--- src/rtl/dis_pkg.sv ---
package dis_pkg;

  // Issue state. Bit 1 set means the next accepted fetch is a pair.
  typedef enum logic [1:0] {
    ST_SINGLE = 2'd0,
    ST_ENTER  = 2'd1,
    ST_DUAL   = 2'd2,
    ST_EXIT   = 2'd3
  } dis_state_e;

  localparam int unsigned NUM_HALVES = 2;

endpackage

--- src/rtl/dis_classify.sv ---
module dis_classify #(
  parameter int unsigned INSN_W   = 32,
  parameter int unsigned OPC_LSB  = 26,
  parameter int unsigned OPC_W    = 6,
  parameter logic [OPC_W-1:0] FP_OPC = 6'h12,
  parameter int unsigned DBIT_POS = 9
) (
  input  logic [INSN_W-1:0] insn_i,
  output logic              is_fp_o,
  output logic              dbit_o
);

  localparam int unsigned OPC_MSB = OPC_LSB + OPC_W - 1;

  logic [OPC_W-1:0] opc;

  always_comb begin
    opc     = insn_i[OPC_MSB:OPC_LSB];
    is_fp_o = (opc == FP_OPC);
    dbit_o  = insn_i[DBIT_POS];
  end

endmodule

--- src/rtl/dis_mode_fsm.sv ---
module dis_mode_fsm
  import dis_pkg::*;
(
  input  logic       clk_i,
  input  logic       rst_ni,
  input  logic       accept_i,
  input  logic       flush_i,
  input  logic       sel_fp_i,
  input  logic       sel_dbit_i,
  input  logic       sel_hi_i,
  input  logic       lo_fp_i,
  input  logic       lo_dbit_i,
  output dis_state_e state_o,
  output logic       misalign_d_o
);

  dis_state_e st_q, st_d;
  logic       st_en;

  // Next-state logic
  always_comb begin
    st_d         = st_q;
    misalign_d_o = 1'b0;
    if (flush_i) begin
      st_d = ST_SINGLE;
    end else if (accept_i) begin
      unique case (st_q)
        ST_SINGLE: begin
          if (sel_fp_i && sel_dbit_i) st_d = ST_ENTER;
        end
        ST_ENTER: begin
          if (!sel_hi_i) begin
            st_d         = ST_SINGLE;
            misalign_d_o = 1'b1;
          end else if (sel_fp_i && !sel_dbit_i) begin
            st_d = ST_EXIT;
          end else begin
            st_d = ST_DUAL;
          end
        end
        ST_DUAL: begin
          if (lo_fp_i && !lo_dbit_i) st_d = ST_EXIT;
        end
        ST_EXIT: begin
          st_d = ST_SINGLE;
        end
        default: st_d = ST_SINGLE;
      endcase
    end
  end

  assign st_en = accept_i | flush_i;

  // State register
  always_ff @(posedge clk_i or negedge rst_ni) begin
    if (!rst_ni) begin
      st_q <= ST_SINGLE;
    end else if (st_en) begin
      st_q <= st_d;
    end
  end

  assign state_o = st_q;

endmodule

--- src/rtl/dis_slot_stage.sv ---
module dis_slot_stage #(
  parameter int unsigned INSN_W = 32
) (
  input  logic              clk_i,
  input  logic              rst_ni,
  input  logic              stall_i,
  input  logic              flush_i,
  input  logic              fetch_valid_i,
  input  logic              pair_i,
  input  logic [INSN_W-1:0] lo_insn_i,
  input  logic [INSN_W-1:0] hi_insn_i,
  input  logic [INSN_W-1:0] sel_insn_i,
  input  logic              sel_fp_i,
  input  logic              misalign_d_i,
  output logic [INSN_W-1:0] core_insn_o,
  output logic              core_valid_o,
  output logic [INSN_W-1:0] fp_insn_o,
  output logic              fp_valid_o,
  output logic              misalign_o
);

  logic [INSN_W-1:0] core_q, core_d, fp_q, fp_d;
  logic              core_v_q, core_v_d, fp_v_q, fp_v_d, mis_q, mis_d;
  logic              en;

  assign en = flush_i | ~stall_i;

  always_comb begin
    core_d   = '0;
    fp_d     = '0;
    core_v_d = 1'b0;
    fp_v_d   = 1'b0;
    mis_d    = 1'b0;
    if (!flush_i && fetch_valid_i) begin
      if (pair_i) begin
        fp_d     = lo_insn_i;
        core_d   = hi_insn_i;
        fp_v_d   = 1'b1;
        core_v_d = 1'b1;
      end else if (sel_fp_i) begin
        fp_d   = sel_insn_i;
        fp_v_d = 1'b1;
      end else begin
        core_d   = sel_insn_i;
        core_v_d = 1'b1;
      end
      mis_d = misalign_d_i;
    end
  end

  always_ff @(posedge clk_i or negedge rst_ni) begin
    if (!rst_ni) begin
      core_q   <= '0;
      fp_q     <= '0;
      core_v_q <= 1'b0;
      fp_v_q   <= 1'b0;
      mis_q    <= 1'b0;
    end else if (en) begin
      core_q   <= core_d;
      fp_q     <= fp_d;
      core_v_q <= core_v_d;
      fp_v_q   <= fp_v_d;
      mis_q    <= mis_d;
    end
  end

  assign core_insn_o  = core_q;
  assign core_valid_o = core_v_q;
  assign fp_insn_o    = fp_q;
  assign fp_valid_o   = fp_v_q;
  assign misalign_o   = mis_q;

endmodule

--- src/rtl/dual_issue_seq.sv ---
module dual_issue_seq
  import dis_pkg::*;
#(
  parameter int unsigned INSN_W   = 32,
  parameter int unsigned OPC_LSB  = 26,
  parameter int unsigned OPC_W    = 6,
  parameter logic [OPC_W-1:0] FP_OPC = 6'h12,
  parameter int unsigned DBIT_POS = 9,
  localparam int unsigned FETCH_W = INSN_W * NUM_HALVES
) (
  input  logic               clk_i,
  input  logic               rst_ni,
  input  logic [FETCH_W-1:0] fetch_word_i,
  input  logic               fetch_hi_i,
  input  logic               fetch_valid_i,
  input  logic               stall_i,
  input  logic               flush_i,
  output logic [INSN_W-1:0]  core_insn_o,
  output logic               core_valid_o,
  output logic [INSN_W-1:0]  fp_insn_o,
  output logic               fp_valid_o,
  output logic               dual_mode_o,
  output logic               misalign_o
);

  logic [INSN_W-1:0] half_insn [NUM_HALVES];
  logic              half_fp   [NUM_HALVES];
  logic              half_dbit [NUM_HALVES];

  for (genvar h = 0; h < NUM_HALVES; h++) begin : g_half
    assign half_insn[h] = fetch_word_i[h*INSN_W +: INSN_W];
    dis_classify #(
      .INSN_W  (INSN_W),
      .OPC_LSB (OPC_LSB),
      .OPC_W   (OPC_W),
      .FP_OPC  (FP_OPC),
      .DBIT_POS(DBIT_POS)
    ) u_cls (
      .insn_i (half_insn[h]),
      .is_fp_o(half_fp[h]),
      .dbit_o (half_dbit[h])
    );
  end

  logic [INSN_W-1:0] sel_insn;
  logic              sel_fp, sel_dbit, accept, mis_d, pair;
  dis_state_e        state;

  always_comb begin
    sel_insn = fetch_hi_i ? half_insn[1] : half_insn[0];
    sel_fp   = fetch_hi_i ? half_fp[1]   : half_fp[0];
    sel_dbit = fetch_hi_i ? half_dbit[1] : half_dbit[0];
    accept   = fetch_valid_i & ~stall_i & ~flush_i;
  end

  dis_mode_fsm u_fsm (
    .clk_i       (clk_i),
    .rst_ni      (rst_ni),
    .accept_i    (accept),
    .flush_i     (flush_i),
    .sel_fp_i    (sel_fp),
    .sel_dbit_i  (sel_dbit),
    .sel_hi_i    (fetch_hi_i),
    .lo_fp_i     (half_fp[0]),
    .lo_dbit_i   (half_dbit[0]),
    .state_o     (state),
    .misalign_d_o(mis_d)
  );

  assign pair        = state[1];
  assign dual_mode_o = pair;

  dis_slot_stage #(.INSN_W(INSN_W)) u_slots (
    .clk_i        (clk_i),
    .rst_ni       (rst_ni),
    .stall_i      (stall_i),
    .flush_i      (flush_i),
    .fetch_valid_i(fetch_valid_i),
    .pair_i       (pair),
    .lo_insn_i    (half_insn[0]),
    .hi_insn_i    (half_insn[1]),
    .sel_insn_i   (sel_insn),
    .sel_fp_i     (sel_fp),
    .misalign_d_i (mis_d),
    .core_insn_o  (core_insn_o),
    .core_valid_o (core_valid_o),
    .fp_insn_o    (fp_insn_o),
    .fp_valid_o   (fp_valid_o),
    .misalign_o   (misalign_o)
  );

endmodule

--- config.mk ---
export PLATFORM = sky130hd
export DESIGN_NAME = dual_issue_seq
export DESIGN_NICKNAME = d
export VERILOG_FILES = /design/src/rtl/dis_pkg.sv /design/src/rtl/dis_classify.sv /design/src/rtl/dis_mode_fsm.sv /design/src/rtl/dis_slot_stage.sv /design/src/rtl/dual_issue_seq.sv
export SDC_FILE = /design/constraint.sdc
export NUM_CORES = 1
export LEC_CHECK = 0
export ABC_AREA = 1
export BUFFER_PORTS_ARGS = -buffer_cell sky130_fd_sc_hd__buf_4
export CAP_MARGIN = 20
export CORE_AREA = 8 8 112 114
export DETAILED_ROUTE_END_ITERATION = 10
export DIE_AREA = 0 0 120 122
export SKIP_CTS_REPAIR_TIMING = 1
export SYNTH_ARGS = -nofsm -noshare
export SYNTH_HDL_FRONTEND = slang
export SYNTH_HIERARCHICAL = 1
export SYNTH_SLANG_ARGS = --single-unit
--- constraint.sdc ---
create_clock -name clk_i -period 1.45 [get_ports clk_i]
set_input_delay 0.0725 -clock clk_i [delete_from_list [all_inputs] [get_ports clk_i]]
set_output_delay 0.0725 -clock clk_i [all_outputs]
set_load 0.02 [all_outputs]
==> impl_metrics.toml <==
[global_routing]
overflow = 0
grt_pass1_wl_mm = 22.1
antenna_found_initial = 1
grt_usage_pct = 18.4
grt_max_degree = 71
grt_pass1_vias = 4373

[clock_network]
h-tree-depth = 3
cts_tree = "built"
clock-sinks = 69
clockBufferDepth = 2
clock_latency_ns = 0.35
clk_pin_slew_ns = 0.08
cts_root_buffer = "clkbuf_8"
numCtsBuffers = 9

[worst_setup_path]
r2r_start = "u_fsm/state_o[1]$_DFFE_PN0P_"
end_kind = "flip-flop"
critPathBufInv = 4
start_kind = "flip-flop"
r2r_end = "u_slots/fp_insn_o[21]$_DFFE_PN0P_"
crit_top_cell = "nand2_1"
r2r_cells = 8
cp_top_family = "buffers and inverters"
required_ns = 1.70
arrival_ns = 1.62
path_cells = "buf_6, buf_12, clkinvlp_4, clkbuf_16, nand3_1, nand2_1, nand2_1, nand2_1"
crit_type = "flip-flop to flip-flop"
cp_max_fo = 11
crit_path_top_delay_cell = "dfrtp_2"
slowest_delay_ns = 0.40
critPathLaunch = "u_fsm/state_o[1]$_DFFE_PN0P_"
rrSetupSlack_ns = 0.07

[synthesis]
ys_types = 17
async_flop_share_pct = 100
synth_top_cell_by_area = "nand2_1"
synth.area.top_cells = "nand2_1 42%, dfrtp_1 41%, nand3_1 4.5%"
avgSynthCellArea_sq_um = 6.36
synth_common_cells = "465 x nand2_1, 69 x dfrtp_1, 38 x nand3_1"
synth_edf_count = 0
synth_seq_area_share_pct = 41.2
ys_seq_elements = 69
syn-instance-count = 659
yosys_most_used_dff = "dfrtp_1"
synth_top_area_share_pct = 41.6
ys_warn_count = 6
syn_nets = 729
yosysMostFrequentCell = "nand2_1"
syn-cell-area_sq_mm = 0.00419

[floorplan]
core_area_sq_mm = 0.0107
start_util_pct = 39.2
die_area_sq_mm = 0.0146
fp.dieW_um = 120
io_pins = 138
rows = 38
die_h_um = 122

[route]
wl_met2_mm = 6.38
drc = 0
drt-met1-wl_mm = 6.35
drt_iter0_drc = 351
top_layer = "met5"
num_vias = 4558
drt-total-wl_mm = 14.2
wl_per_cell_um = 15.0
ant_nets = 0
vias_per_cell = 4.81
dr.pass1.iters = 5
wl_met3_mm = 1.28

[timing]
post-route-period-util_pct = 94.9
tns_ns = 0
max_slew.worst_pin.slew_ns = 0.496
hold_ws_ns = 0.0211
fmax_mhz = 727
final.setup_skew_ns = 0.0144
fin_ws_ns = 0.0738
rsz0062_at_grt = "true"
max_slew_margin_pct = 66.8
hold_viol_final = 0
drv_slew = 0
min_period_ns = 1.38
setup_viol = 0

[worst_hold_path]
min_from = "fetch_word_i[42]"
holdPathEnd = "u_slots/core_insn_o[10]$_DFFE_PN0P_"
hp-class = "input pin to flip-flop"
worst_hold_path.num_cells = 5

[power_and_ir_drop]
ir_drop_mv = 0.352
leakage_nw = 3.47
power_mw = 4.25
p_per_area_mw_per_mm2 = 745

[layout]
seqCellArea_sq_mm = 0.00173
multi_input_area_sq_mm = 0.00211
area_delta_synth_final_pct = 35.9
fillers = 1122
fin_util_pct = 53.3
drive_gt1_share_pct = 25.4
antenna_cells = 0
finalNetCount = 873

[job]
max-cap-violations = 0

[placement]
dp_slack_ns = -0.218
portBuffers = 137
hpwl_mm = 9.30
place.gp.congestion = 0.833

[outcome]
outcome = "finished, final reports clean"
==> cell usage in the layout, fill, tap and decap left out, types with 2 or more instances in the layout <==
cell,count
nor2_1,10
buf_6,2
nand3_1,38
clkbuf_16,3
buf_4,160
clkinvlp_4,3
nand2_1,465
nand2_2,10
o21ai_0,4
buf_12,5
dfrtp_1,68
clkbuf_8,12
nor2_4,3
nor2_2,2
inv_1,14
==> report_power, final <==
part           internal [mW]  leakage (nW)  switching [mW]  total, mW
clock                  0.750        0.0905           0.760       1.51
combinational          0.316          2.43           0.428      0.744
sequential              1.97         0.953          0.0288       1.99
total                   3.03          3.47            1.22       4.25
==> metrics by stage <==
step / cells / area, sq um
floorplan: 659 / 4190
global placement: 921 / 5360
detailed placement: 921 / 5360
CTS: 936 / 5540
global route: 947 / 5700
finish: 947 / 5700
==> area by class of cell <==
cell class,instances,area share (%)
Inverter,17,1.32
Multi-Input combinational cell,534,37.1
Timing Repair Buffer,172,25.0
Tap cell,140,3.07
Sequential cell,69,30.3
Clock inverter,3,0.351
Clock buffer,12,2.90
==> worst max path at each step <==
stage | to | cells after the start | slack (ns)
global route | u_slots/core_insn_o[12]$_DFFE_PN0P_ | 6 | -0.03
global placement | u_fsm/state_o[0]$_DFFE_PN0P_ | 12 | -0.13
detailed placement | u_fsm/state_o[0]$_DFFE_PN0P_ | 13 | -0.22
CTS | u_slots/core_insn_o[28]$_DFFE_PN0P_ | 5 | -0.03
finish | u_slots/fp_insn_o[21]$_DFFE_PN0P_ | 8 | 0.07
floorplan | u_slots/fp_insn_o[30]$_DFFE_PN0P_ | 6 | 0.27
==> worst register-to-register path: stages (launching register included) <==
cell        delay (ns)
dfrtp_2           0.40
buf_6             0.13
buf_12            0.13
clkinvlp_4        0.16
clkbuf_16         0.22
nand3_1           0.07
nand2_1           0.05
nand2_1           0.06
nand2_1           0.05
==> sequential cells by signal (all words and copies together) (netlist names) <==
name                  count
u_slots/core_valid_o      1
u_slots/fp_insn_o        32
u_fsm/state_o             2
u_slots/misalign_o        1
u_slots/fp_valid_o        1
u_slots/core_insn_o      32
==> per-layer routing <==
metal,up-vias,GRT usage (%)
met4,2,5.00
met2,161,28.7
li1,2279,-
met1,2099,23.8
met3,17,6.57
met5,-,0
==> logic make-up (layout without fill, tap and decap cells) <==
family | after synthesis | after routing | synth area share [%]
AND/OR/NAND/NOR | 528 | 529 | 49.4
buffers and inverters | 57 | 204 | 8.83
AO/OA/AOI/OAI | 5 | 5 | 0.597
flip-flops | 69 | 69 | 41.2
Power figures use the tool's default switching activity.
